[config.mk]
export PLATFORM = sky130hd
export DESIGN_NAME = simd_fault_classifier
export DESIGN_NICKNAME = d
export VERILOG_FILES = /design/src/rtl/sfc_pkg.sv /design/src/rtl/sfc_ctrl.sv /design/src/rtl/sfc_datapath.sv /design/src/rtl/simd_fault_classifier.sv
export SDC_FILE = /design/constraint.sdc
export NUM_CORES = 1
export LEC_CHECK = 0
export BUFFER_PORTS_ARGS = -buffer_cell sky130_fd_sc_hd__buf_2
export CORE_AREA = 2 2 39 41
export CTS_CLUSTER_SIZE = 25
export DETAILED_ROUTE_END_ITERATION = 10
export DIE_AREA = 0 0 41 43
export PLACE_DENSITY = 0.67
export SKIP_CTS_REPAIR_TIMING = 1
export SYNTH_ARGS = -nofsm -noshare
export SYNTH_HDL_FRONTEND = slang
export SYNTH_SLANG_ARGS = --single-unit
[constraint.sdc]
create_clock -name clk -period 0.8 [get_ports clk]
set_input_delay 0 -clock clk [delete_from_list [all_inputs] [get_ports clk]]
set_output_delay 0 -clock clk [all_outputs]
set_load 0.02 [all_outputs]
[src/rtl/sfc_pkg.sv]
package sfc_pkg;

  localparam int NUM_FAULTS = 6;

  // Fault bit positions, in priority order (lower index wins)
  localparam int F_UNDEF  = 0;
  localparam int F_NODEV  = 1;
  localparam int F_STACK  = 2;
  localparam int F_GPROT  = 3;
  localparam int F_PAGE   = 4;
  localparam int F_ALIGN  = 5;

  typedef enum logic [1:0] {
    MODE_REAL = 2'd0,
    MODE_V86  = 2'd1,
    MODE_PROT = 2'd2,
    MODE_RSVD = 2'd3
  } cpu_mode_e;

  typedef struct packed {
    logic capture;
    logic clear;
  } fault_ctl_t;

endpackage

[src/rtl/sfc_ctrl.sv]
module sfc_ctrl
  import sfc_pkg::*;
(
  input  logic       clk,
  input  logic       rstN,
  input  logic       reqValid,
  output fault_ctl_t ctl,
  output logic       done
);

  logic doneQ;

  always_comb begin
    ctl.capture = reqValid;
    ctl.clear   = ~reqValid;
  end

  always_ff @(posedge clk or negedge rstN) begin
    if (!rstN) doneQ <= 1'b0;
    else       doneQ <= reqValid;
  end

  assign done = doneQ;


  req_done_chk: assert property (@(posedge clk) disable iff (!rstN)
    reqValid |=> done);


  idle_done_chk: assert property (@(posedge clk) disable iff (!rstN)
    !reqValid |=> !done);

endmodule

[src/rtl/sfc_datapath.sv]
module sfc_datapath
  import sfc_pkg::*;
#(
  parameter int ALIGN_LSB = 4
) (
  input  logic                  clk,
  input  logic                  rstN,
  input  fault_ctl_t            ctl,
  input  logic                  featureOk,
  input  logic                  emuBit,
  input  logic                  taskSwitched,
  input  logic                  osSaveOk,
  input  logic                  misalignMode,
  input  logic                  alignChkEn,
  input  logic [1:0]            cpuMode,
  input  logic                  memOp,
  input  logic [ALIGN_LSB-1:0]  addrOffset,
  input  logic                  limitViol,
  input  logic                  nonCanon,
  input  logic                  nullSeg,
  input  logic                  stackSeg,
  input  logic                  pageFault,
  output logic [NUM_FAULTS-1:0] faultVec,
  output logic                  faultValid
);

  cpu_mode_e mode;
  logic isReal, isV86, isProt;
  logic misaligned, badAddr;
  logic [NUM_FAULTS-1:0] rawFaults;
  logic [NUM_FAULTS-1:0] picked;
  logic [NUM_FAULTS-1:0] faultVecQ;

  always_comb begin
    mode       = cpu_mode_e'(cpuMode);
    isReal     = (mode == MODE_REAL);
    isV86      = (mode == MODE_V86);
    isProt     = (mode == MODE_PROT) || (mode == MODE_RSVD);
    misaligned = |addrOffset;
    badAddr    = limitViol | nonCanon;
  end

  // Raw fault conditions, each gated by mode and memory presence
  always_comb begin
    rawFaults          = '0;
    rawFaults[F_UNDEF] = ~featureOk | emuBit | ~osSaveOk;
    rawFaults[F_NODEV] = taskSwitched;
    rawFaults[F_STACK] = memOp & stackSeg & badAddr;
    rawFaults[F_GPROT] = memOp & ((~stackSeg & badAddr)
                                | (nullSeg & isProt)
                                | (misaligned & ~misalignMode & (isReal | isProt)));
    rawFaults[F_PAGE]  = memOp & pageFault & (isV86 | isProt);
    rawFaults[F_ALIGN] = memOp & misaligned & misalignMode & alignChkEn
                       & (isV86 | isProt);
  end

  // Fixed priority: lowest set index wins
  always_comb begin
    picked = '0;
    for (int i = NUM_FAULTS - 1; i >= 0; i--) begin
      if (rawFaults[i]) picked = NUM_FAULTS'(1) << i;
    end
  end

  always_ff @(posedge clk or negedge rstN) begin
    if (!rstN)            faultVecQ <= '0;
    else if (ctl.capture) faultVecQ <= picked;
    else if (ctl.clear)   faultVecQ <= '0;
  end

  assign faultVec   = faultVecQ;
  assign faultValid = |faultVecQ;


  onehot_vec_chk: assert property (@(posedge clk) disable iff (!rstN)
    $onehot0(faultVec));


  undef_first_chk: assert property (@(posedge clk) disable iff (!rstN)
    (ctl.capture && !featureOk) |=> faultVec[F_UNDEF]);


  nodev_chk: assert property (@(posedge clk) disable iff (!rstN)
    (ctl.capture && taskSwitched && featureOk && !emuBit && osSaveOk)
      |=> faultVec[F_NODEV]);


  nomem_quiet_chk: assert property (@(posedge clk) disable iff (!rstN)
    (ctl.capture && !memOp) |=> (faultVec[NUM_FAULTS-1:F_STACK] == '0));


  real_no_page_chk: assert property (@(posedge clk) disable iff (!rstN)
    (ctl.capture && cpuMode == MODE_REAL) |=> !faultVec[F_PAGE] && !faultVec[F_ALIGN]);

endmodule

[src/rtl/simd_fault_classifier.sv]
module simd_fault_classifier
  import sfc_pkg::*;
#(
  parameter int ALIGN_BYTES = 16,
  localparam int ALIGN_LSB  = $clog2(ALIGN_BYTES)
) (
  input  logic                  clk,
  input  logic                  rstN,
  input  logic                  reqValid,
  input  logic                  featureOk,
  input  logic                  emuBit,
  input  logic                  taskSwitched,
  input  logic                  osSaveOk,
  input  logic                  misalignMode,
  input  logic                  alignChkEn,
  input  logic [1:0]            cpuMode,
  input  logic                  memOp,
  input  logic [ALIGN_LSB-1:0]  addrOffset,
  input  logic                  limitViol,
  input  logic                  nonCanon,
  input  logic                  nullSeg,
  input  logic                  stackSeg,
  input  logic                  pageFault,
  output logic                  done,
  output logic                  faultValid,
  output logic [NUM_FAULTS-1:0] faultVec
);

  fault_ctl_t ctl;

  sfc_ctrl uCtrl (
    .clk      (clk),
    .rstN     (rstN),
    .reqValid (reqValid),
    .ctl      (ctl),
    .done     (done)
  );

  sfc_datapath #(.ALIGN_LSB(ALIGN_LSB)) uData (
    .clk          (clk),
    .rstN         (rstN),
    .ctl          (ctl),
    .featureOk    (featureOk),
    .emuBit       (emuBit),
    .taskSwitched (taskSwitched),
    .osSaveOk     (osSaveOk),
    .misalignMode (misalignMode),
    .alignChkEn   (alignChkEn),
    .cpuMode      (cpuMode),
    .memOp        (memOp),
    .addrOffset   (addrOffset),
    .limitViol    (limitViol),
    .nonCanon     (nonCanon),
    .nullSeg      (nullSeg),
    .stackSeg     (stackSeg),
    .pageFault    (pageFault),
    .faultVec     (faultVec),
    .faultValid   (faultValid)
  );


  valid_needs_done_chk: assert property (@(posedge clk) disable iff (!rstN)
    faultValid |-> done);

endmodule

==> results by group, run 1 <==
Setup path
  – Critical path data required time: 0.80 ns
  – CP endpoint kind: output port
  – Crit Path Class: reg -> out
  – Element type at the critical path start: register
  – CP arrival: 1.11 ns
  – Critical Path Fanout Max: 2

CTS
  – Maximum level of the CTS H-tree: 1
  – CTS max path bufs: 2
  – Cts bufs inserted: 3
  – CTS tree: yes
  – Clock-pin slew of the registers on the worst-case setup and hold paths: roughly 0.05 ns
  – Root Buffer Master: clkbuf_4
  – Clock sink total: 7

Synth
  – Post-synth cell types: 18
  – Ys Warns: 0
  – Syn nets: 51
  – Gate Count Post-Synth: 30
  – Count of flip-flops with a built-in enable after synthesis: 0
  – Primary FF master, synth: dfrtp_1
  – Area leader, netlist: dfrtp_1
  – FF+latch count, synth: 7
  – Top cells by area, synth: dfrtp_1, nor4_4, nor4_1
  – Syn avg cell area: about 11 sq um
  – Cell with the most instances after synthesis: dfrtp_1
  – Synth cell count leaders: dfrtp_1, nand2_1, nor2_1
  – Share of the synthesized area in the top cell type: 0.5243
  – Mapped Area: between 300 and 400 sq um
  – Async SR Flop Fraction: 1.000
  – Sequential element share of the synthesized area: 0.5243

Final layout
  – Share of cells above drive strength 1: 0.5429
  – ANT cells: 0
  – Fin nets: a little over 90
  – Area Overhead vs Synth: 89.14%
  – Fin cells: 86

Timing
  – Least-Margin Pin Slew: about 0.37 ns
  – Hold WS: -0.004755 ns
  – Setup tns final: -0.3179 ns
  – Highest Clock Rate: about 0.90 GHz
  – Hold Vio Cnt, Final: 1
  – Period Utilization, post-route: 1.388
  – RSZ-0062 raised after global routing: true
  – Crit path time final: 1.110 ns
  – Final setup margin: -0.3103 ns
  – Slew Viols, Final: 0
  – Final setup viols: 2
  – Worst slew margin: 0.7506

GRT
  – Met3 Track Usage GR: 0.03141
  – Congestion Overflow GR: 0
  – Vias in the first global route: between 200 and 300
  – Met1 GRT Util: 0.09804
  – Gr busiest metal: met2
  – Total GRT Usage: 0.08981
  – First-pass GRT wire length: slightly above 1000 um
  – Pin count of the biggest net entering global routing: 8
  – Met2 Usage GRT: 0.1281
  – Antenna violations before repair: 0

Floorplan
  – Die span in y: roughly 43 um
  – Core area: 0.001384 sq mm
  – I/O pins: 29
  – Initial Util: 0.2414
  – Die X: roughly 41 um
  – DIE AREA: between 0.0015 and 0.002 sq mm
  – Floorplan row count: 14

Detailed routing
  – DRT Pass-1 Iters: 4
  – Antenna viol nets, final: 0
  – DRC viols: 0
  – Vias per cell: about 4.5
  – Total routed wirelength: just over 800 um
  – WL/cell: ~9.5 um
  – DR iter-0 viols: 3
  – Via count: between 300 and 400

Status
  – Run status: finished, violations left
  – Failing checks: negative hold slack, negative setup slack

Min path
  – HP Class: in -> reg
  – Worst Hold Depth: 3

Power
  – Sequential Power Share: 0.431
  – Tot Pwr: between 0.8 and 0.9 mW
  – Net Sw Power: 0.2045 mW
  – Pwr per Cell Area: ~1300 mW/mm^2
  – Pleak: 0.3230 nW
  – Clk network pwr share: 0.376
  – Peak supply drop: roughly 0.55 mV
  – Combinational share of power: 0.193
  – Internal: 0.6427 mW
  – Switching part of the total: 0.2414

Placement
  – Worst slack at placement: -0.1438 ns
  – Post-placement cell count: between 70 and 80
  – Gpl congestion: between 0.7 and 0.8
  – Buffers on Ports: 28

Job
  – Max Cap Viol: 0
==> per-stage QoR <==
step,instance area (sq um),util
3_3_place_gp,511.7,0.3698
2_1_floorplan,336.6,-
5_1_grt,631.9,0.4566
4_1_cts,538.0,0.3888
3_5_place_dp,511.7,0.3698
6_report,631.9,0.4566
==> power groups by stage <==
stage	registers (mW)	logic (mW)	clock network, mW
floorplan	0.380	0.0381	0
global placement	0.370	0.135	0
detailed placement	0.370	0.137	0
CTS	0.364	0.137	0.317
global route	0.365	0.181	0.361
finish	0.365	0.164	0.318
==> final cells by class <==
cell class | count | area [sq um]
tap | 16 | 20.02
fill | 132 | 752.0
multi-input combinational | 21 | 157.7
inverter | 2 | 7.507
clock buffer | 4 | 26.28
sequential | 7 | 177.7
timing repair buffer | 36 | 242.7
==> routing by layer <==
metal  up-vias  wire length [um]  part of all wire
li1        193                 -                 -
met1       167               296              0.36
met2        22               406              0.50
met3         3                93              0.11
met4         0                23             0.028
met5         -                 0                 0
==> flip-flops by register name (all words and copies together) (netlist names) <==
signal          flops
uData.faultVec      6
uCtrl.done          1
==> worst paths after layout <==
| path | startpoint | end | slack, ns |
|---|---|---|---|
| max in group asynchronous | rstN | uData.faultVec[3] | 0.54 |
| worst min-delay path | emuBit | uData.faultVec[0] | -0.005 |
| worst max-delay path | uData.faultVec[2] | faultValid | -0.31 |
| min in group asynchronous | rstN | uData.faultVec[1] | 0.09 |
==> placed cells by master (no fill, tap or decap), types with 2 or more instances in the layout <==
cell type,instances
nor2_1,3
buf_4,3
nor4_2,2
inv_1,2
dfrtp_1,5
buf_2,23
nand2_1,3
clkbuf_4,3
dlygate4sd3_1,6
dfrtp_2,2
buf_6,4
==> critical path, cell delays in order, from the launching register on <==
cell,delay [ns]
dfrtp_2,0.40
nor4_2,0.24
nand2_1,0.09
buf_6,0.13
==> kinds of logic (layout without fill, tap and decap cells) <==
group           Yosys count  after routing  synth area share
flops                     7              7            0.5244
simple gates             16             16            0.3483
compound gates            5              5            0.1049
buf+inv                   2             42           0.02248
(Power assumes the default switching activity.)
==> run 2: changes to the inputs <==
--- a/config.mk
+++ b/config.mk
@@ -7,6 +7,7 @@
 export LEC_CHECK = 0
 export BUFFER_PORTS_ARGS = -buffer_cell sky130_fd_sc_hd__buf_2
 export CORE_AREA = 2 2 39 41
+export CTS_BUF_LIST = sky130_fd_sc_hd__clkbuf_8
 export CTS_CLUSTER_SIZE = 25
 export DETAILED_ROUTE_END_ITERATION = 10
 export DIE_AREA = 0 0 41 43
==> results by group, run 2 (synthesis gave the netlist of run 1 again) <==
Setup path
  – Crit Path Class: reg -> out
  – Critical Path Fanout Max: 2
  – Element type at the critical path start: register
  – Critical path data required time: about 0.80 ns
  – Cell Chain, Critical Path: nor4_2, nand2_1, buf_6
  – CP max-delay cell: dfrtp_1
  – CP arrival: roughly 1.1 ns
  – CP endpoint kind: output port
  – CP max stage delay: between 0.3 and 0.4 ns

GRT
  – Antenna violations before repair: 0
  – First-pass GRT wire length: 1069 um
  – Congestion Overflow GR: 0
  – Vias in the first global route: ~280
  – Pin count of the biggest net entering global routing: 8
  – Total GRT Usage: 0.09485

Power
  – Pleak: 0.3255 nW
  – Peak supply drop: around 0.55 mV
  – Pwr per Cell Area: roughly 1600 mW/mm^2
  – Tot Pwr: 0.9906 mW

Timing
  – Crit path time final: approximately 1.1 ns
  – RSZ-0062 raised after global routing: true
  – Worst slew margin: 0.7506
  – Period Utilization, post-route: 1.344
  – Hold Vio Cnt, Final: 0
  – Final setup margin: -0.2755 ns
  – Hold WS: about 0.0046 ns
  – Final setup viols: 1
  – Least-Margin Pin Slew: around 0.37 ns
  – Highest Clock Rate: ~0.93 GHz
  – Slew Viols, Final: 0

Floorplan
  – Die span in y: 43 um
  – Die X: ~41 um
  – Core area: approximately 0.0014 sq mm
  – I/O pins: 29
  – DIE AREA: around 0.0018 sq mm
  – Floorplan row count: 14
  – Initial Util: 0.2414

Detailed routing
  – Via count: ~370
  – Antenna viol nets, final: 0
  – Vias per cell: roughly 4.4
  – Total routed wirelength: between 700 and 800 um
  – DRC viols: 0
  – WL/cell: ~9.4 um
  – DRT Pass-1 Iters: 4
  – DR iter-0 viols: 3

Final layout
  – Final core occ: 0.4448
  – Max reg flops: 6
  – Most frequent cells in the layout: buf_2, dfrtp_1, dlygate4sd3_1
  – Fin cells: between 80 and 90
  – ANT cells: 0
  – Area Overhead vs Synth: 84.27%
  – Fin nets: 90
  – Share of cells above drive strength 1: 0.5588
  – Most common cell after layout, fill and taps aside: buf_2

CTS
  – Clock-pin slew of the registers on the worst-case setup and hold paths: 0.04 ns
  – Maximum level of the CTS H-tree: 1
  – Root Buffer Master: clkbuf_8
  – CTS tree: yes
  – Cts bufs inserted: 3
  – Clock sink total: 7
  – CTS max path bufs: 2

Min path
  – Worst hold path endpoint: uData.faultVec[1]
  – HP Class: in -> reg
  – HP Start: taskSwitched
  – Worst Hold Depth: 2

Placement
  – Gpl congestion: 0.7280
  – Buffers on Ports: 28
  – Worst slack at placement: -0.1438 ns
  – Post-placement cell count: 76

Status
  – Run status: finished, violations left
  – Failing checks: negative setup slack

Job
  – Max Cap Viol: 0
## run 2: changes by cell type in the layout (fill, tap and decap cells not counted), sizes merged
cell	delta
inv	+1
clkbuf	-1
dlygate4sd3	-2
## run 2: routing by layer
layer,part of all wire,up-vias,GRT usage
met5,0,-,0
met3,0.12,3,0.03141
met4,0.027,0,0.1000
met1,0.39,160,0.1046
li1,-,187,-
met2,0.46,22,0.1281
## run 2: power by group
part	switching [mW]	internal, mW
registers	0.00259	0.363
clock network	0.139	0.330
logic	0.0729	0.0830
total	0.214	0.777
## run 2: cell type report
type                    count  area (sq um)
clock buffers               3         41.29
clock inverters             1         3.754
fillers                   132         768.2
inverters                   2         7.507
multi-input cells          21         157.7
flip-flops and latches      7         177.7
well taps                  16         20.02
repair buffers             34         207.7
## run 2: worst max-delay path by stage
stage / start / to / slack [ns] / cells after the start
6_report: uData.faultVec[4] / faultValid / -0.28 / 3
5_1_grt: uData.faultVec[4] / faultValid / -0.35 / 3
4_1_cts: uData.faultVec[3] / faultValid / -0.32 / 3
3_5_place_dp: addrOffset[1] / uData.faultVec[4] / -0.14 / 4
3_3_place_gp: addrOffset[1] / uData.faultVec[4] / -0.1 / 4
2_1_floorplan: uData.faultVec[3] / faultValid / -0.07 / 2
## run 2: per-stage QoR
step | area [sq um] | setup TNS [ns]
final | 615.6 | -0.2755
after CTS | 556.8 | -0.3240
after global routing | 615.6 | -0.3540
after global placement | 511.7 | -0.3412
after detailed placement | 511.7 | -0.4013
after floorplan | 336.6 | -0.07447
## run 2: critical path: cells and delay by family (launching register included)
| family | cells | cell delay (ns) |
|---|---|---|
| buffers and inverters | 1 | 0.13 |
| flip-flops | 1 | 0.37 |
| AND/OR/NAND/NOR | 2 | 0.35 |
==> run 3: changes to the inputs <==
--- a/config.mk
+++ b/config.mk
@@ -5,13 +5,14 @@
 export SDC_FILE = /design/constraint.sdc
 export NUM_CORES = 1
 export LEC_CHECK = 0
+export ABC_AREA = 1
 export BUFFER_PORTS_ARGS = -buffer_cell sky130_fd_sc_hd__buf_2
 export CORE_AREA = 2 2 39 41
 export CTS_BUF_LIST = sky130_fd_sc_hd__clkbuf_8
 export CTS_CLUSTER_SIZE = 25
 export DETAILED_ROUTE_END_ITERATION = 10
 export DIE_AREA = 0 0 41 43
-export PLACE_DENSITY = 0.67
+export PLACE_DENSITY = 0.71
 export SKIP_CTS_REPAIR_TIMING = 1
 export SYNTH_ARGS = -nofsm -noshare
 export SYNTH_HDL_FRONTEND = slang
==> results by group, run 3 <==
Final layout
  – FF/Latch Area: 177.7 sq um
  – Most frequent cells in the layout: buf_2, nand2_1, nor2_1, inv_1, dfrtp_1
  – Footprint of the multi-input gates: around 200 sq um
  – Area Overhead vs Synth: 68.08%
  – Max reg flops: 6
  – ANT cells: 0
  – Share of cells above drive strength 1: 0.4588
  – Fin cells: just over 100
  – Fillers: about 140
  – Most common cell after layout, fill and taps aside: buf_2
  – Fin nets: 107

Synth
  – Synth cell count leaders: nand2_1, nor2_1, dfrtp_1
  – Share of the synthesized area in the top cell type: 0.4560
  – Sequential element share of the synthesized area: 0.4560
  – Count of flip-flops with a built-in enable after synthesis: 0
  – Async SR Flop Fraction: 1.000
  – Post-synthesis adder-cell area fraction: 0
  – Cell with the most instances after synthesis: nand2_1
  – Ys Warns: 0
  – Gate Count Post-Synth: 51
  – Syn nets: between 70 and 80
  – Area leader, netlist: dfrtp_1
  – Post-synthesis mux area share: 0
  – Top cells by area, synth: dfrtp_1, nand2_1, nor2_1
  – Mapped Area: ~380 sq um
  – Largest family of logic cells by synthesized area: simple AND/OR/NAND/NOR gates
  – Post-synthesis compound-gate area fraction: 0.02606
  – Syn avg cell area: ~7.5 sq um
  – Post-synth cell types: 13
  – Primary FF master, synth: dfrtp_1
  – Simple-Gate Fraction of Synth Area: 0.4593
  – FF+latch count, synth: 7
  – XOR/XNOR share of the synthesized area: 0

Status
  – Run status: finished, violations left
  – Failing checks: negative setup slack

Timing
  – Crit path time final: between 1 and 1.5 ns
  – Final setup margin: -0.3222 ns
  – RSZ-0062 raised after global routing: true
  – Hold Vio Cnt, Final: 0
  – Highest Clock Rate: between 0.8 and 0.9 GHz
  – Final setup viols: 1
  – Slew Viols, Final: 0
  – Least-Margin Pin Slew: between 0.15 and 0.2 ns
  – Worst slew margin: 0.8737
  – Period Utilization, post-route: 1.403

Detailed routing
  – DRT Pass-1 Iters: 4
  – Antenna viol nets, final: 0
  – Via count: 420
  – Vias per cell: 4.158
  – DRC viols: 0
  – DR iter-0 viols: 2
  – WL/cell: 7.911 um
  – Total routed wirelength: between 700 and 800 um

Power
  – Pwr per Cell Area: around 1500 mW/mm^2
  – Switching part of the total: 0.2164
  – Tot Pwr: 0.9920 mW
  – Sequential Power Share: 0.370
  – Pleak: roughly 0.38 nW
  – Combinational share of power: 0.171
  – Net Sw Power: around 0.21 mW
  – Peak supply drop: between 0.4 and 0.5 mV
  – Clk network pwr share: 0.459
  – Internal: approximately 0.78 mW

GRT
  – Pin count of the biggest net entering global routing: 8
  – Antenna violations before repair: 0
  – Congestion Overflow GR: 0
  – Total GRT Usage: 0.1007
  – Vias in the first global route: approximately 380
  – First-pass GRT wire length: around 1300 um

Min path
  – HP Start: taskSwitched
  – HP Class: in -> reg
  – Worst hold path endpoint: uData.faultVec[1]
  – Worst Hold Depth: 3

CTS
  – Clock sink total: 7
  – CTS max path bufs: 2
  – Cts bufs inserted: 3
  – Root Buffer Master: clkbuf_8
  – Clock-pin slew of the registers on the worst-case setup and hold paths: around 0.040 ns
  – CTS tree: yes
  – Maximum level of the CTS H-tree: 1

Setup path
  – CP arrival: 1.12 ns
  – Critical path data required time: 0.80 ns
  – CP endpoint kind: output port
  – Crit Path Class: reg -> out
  – Critical Path Fanout Max: 2
  – Element type at the critical path start: register

Floorplan
  – Die span in y: roughly 43 um
  – Core area: ~0.0014 sq mm
  – Die X: just over 40 um
  – I/O pins: 29
  – Initial Util: 0.2776
  – Floorplan row count: 14
  – DIE AREA: around 0.0018 sq mm

Placement
  – Gpl congestion: 0.7461
  – DP HPWL: approximately 660 um
  – Worst slack at placement: -0.07773 ns
  – Buffers on Ports: 28
  – Post-placement cell count: 95

Job
  – Max Cap Viol: 0
## run 3: changes by cell type in the layout (fill, tap and decap cells not counted), sizes merged, moves of 2 or more
cell	delta
dlygate4sd3	-2
nand2	+12
inv	+4
a21oi	+2
nor2	+12
nand3b	+2
nor4	-3
buf	-2
## run 3: how the worst max path moves through the flow
stage / start / end / slack (ns)
finish: uData.faultVec[4] / faultValid / -0.32
global route: uData.faultVec[4] / faultValid / -0.37
CTS: uData.faultVec[3] / faultValid / -0.31
detailed placement: uData.faultVec[3] / faultValid / -0.08
global placement: uData.faultVec[3] / faultValid / -0.06
floorplan: uData.faultVec[3] / faultValid / -0.08
## run 3: power by group through the flow
stage	Combinational, mW	Clock, mW	Sequential [mW]
floorplan	0.0652	0	0.381
global placement	0.154	0	0.370
detailed placement	0.157	0	0.371
CTS	0.158	0.470	0.366
global route	0.197	0.490	0.367
finish	0.170	0.456	0.367
## run 3: final cells by class
cell class,instances,area share
well taps,16,0.03101
repair buffers,30,0.2771
clock inverters,1,0.005814
clock buffers,3,0.06395
multi-input cells,38,0.3120
flip-flops and latches,7,0.2752
inverters,6,0.03488
## run 3: kinds of logic (layout without fill, tap and decap cells)
| family | count (synthesis) | in the layout |
|---|---|---|
| compound gates | 2 | 2 |
| buf+inv | 6 | 40 |
| flops | 7 | 7 |
| simple gates | 36 | 36 |
## run 3: worst max-delay path, cell delays in order, from the launching register on
cell and delay [ns]:
dfrtp_1 0.41, nor4_4 0.28, nand2_1 0.09, buf_6 0.14
## run 3: metrics by stage
step | hold WS [ns] | TNS (ns) | utilization | instance area [sq um]
5_1_grt | 0.02951 | -0.4185 | 0.4665 | 645.6
3_3_place_gp | -0.1697 | -0.05951 | 0.3951 | 546.8
4_1_cts | -0.3968 | -0.3133 | 0.4277 | 591.8
6_report | 0.03247 | -0.3222 | 0.4665 | 645.6
2_1_floorplan | -0.2956 | -0.07510 | - | 386.6
3_5_place_dp | -0.1655 | -0.07773 | 0.3951 | 546.8
## run 3: metal layers
| metal | up-vias | routed length [um] | track usage |
|---|---|---|---|
| met4 | 0 | 0 | 0.04000 |
| met5 | - | 0 | 0 |
| li1 | 223 | - | - |
| met2 | 16 | 450 | 0.1813 |
| met3 | 0 | 66 | 0.01571 |
| met1 | 181 | 282 | 0.1071 |
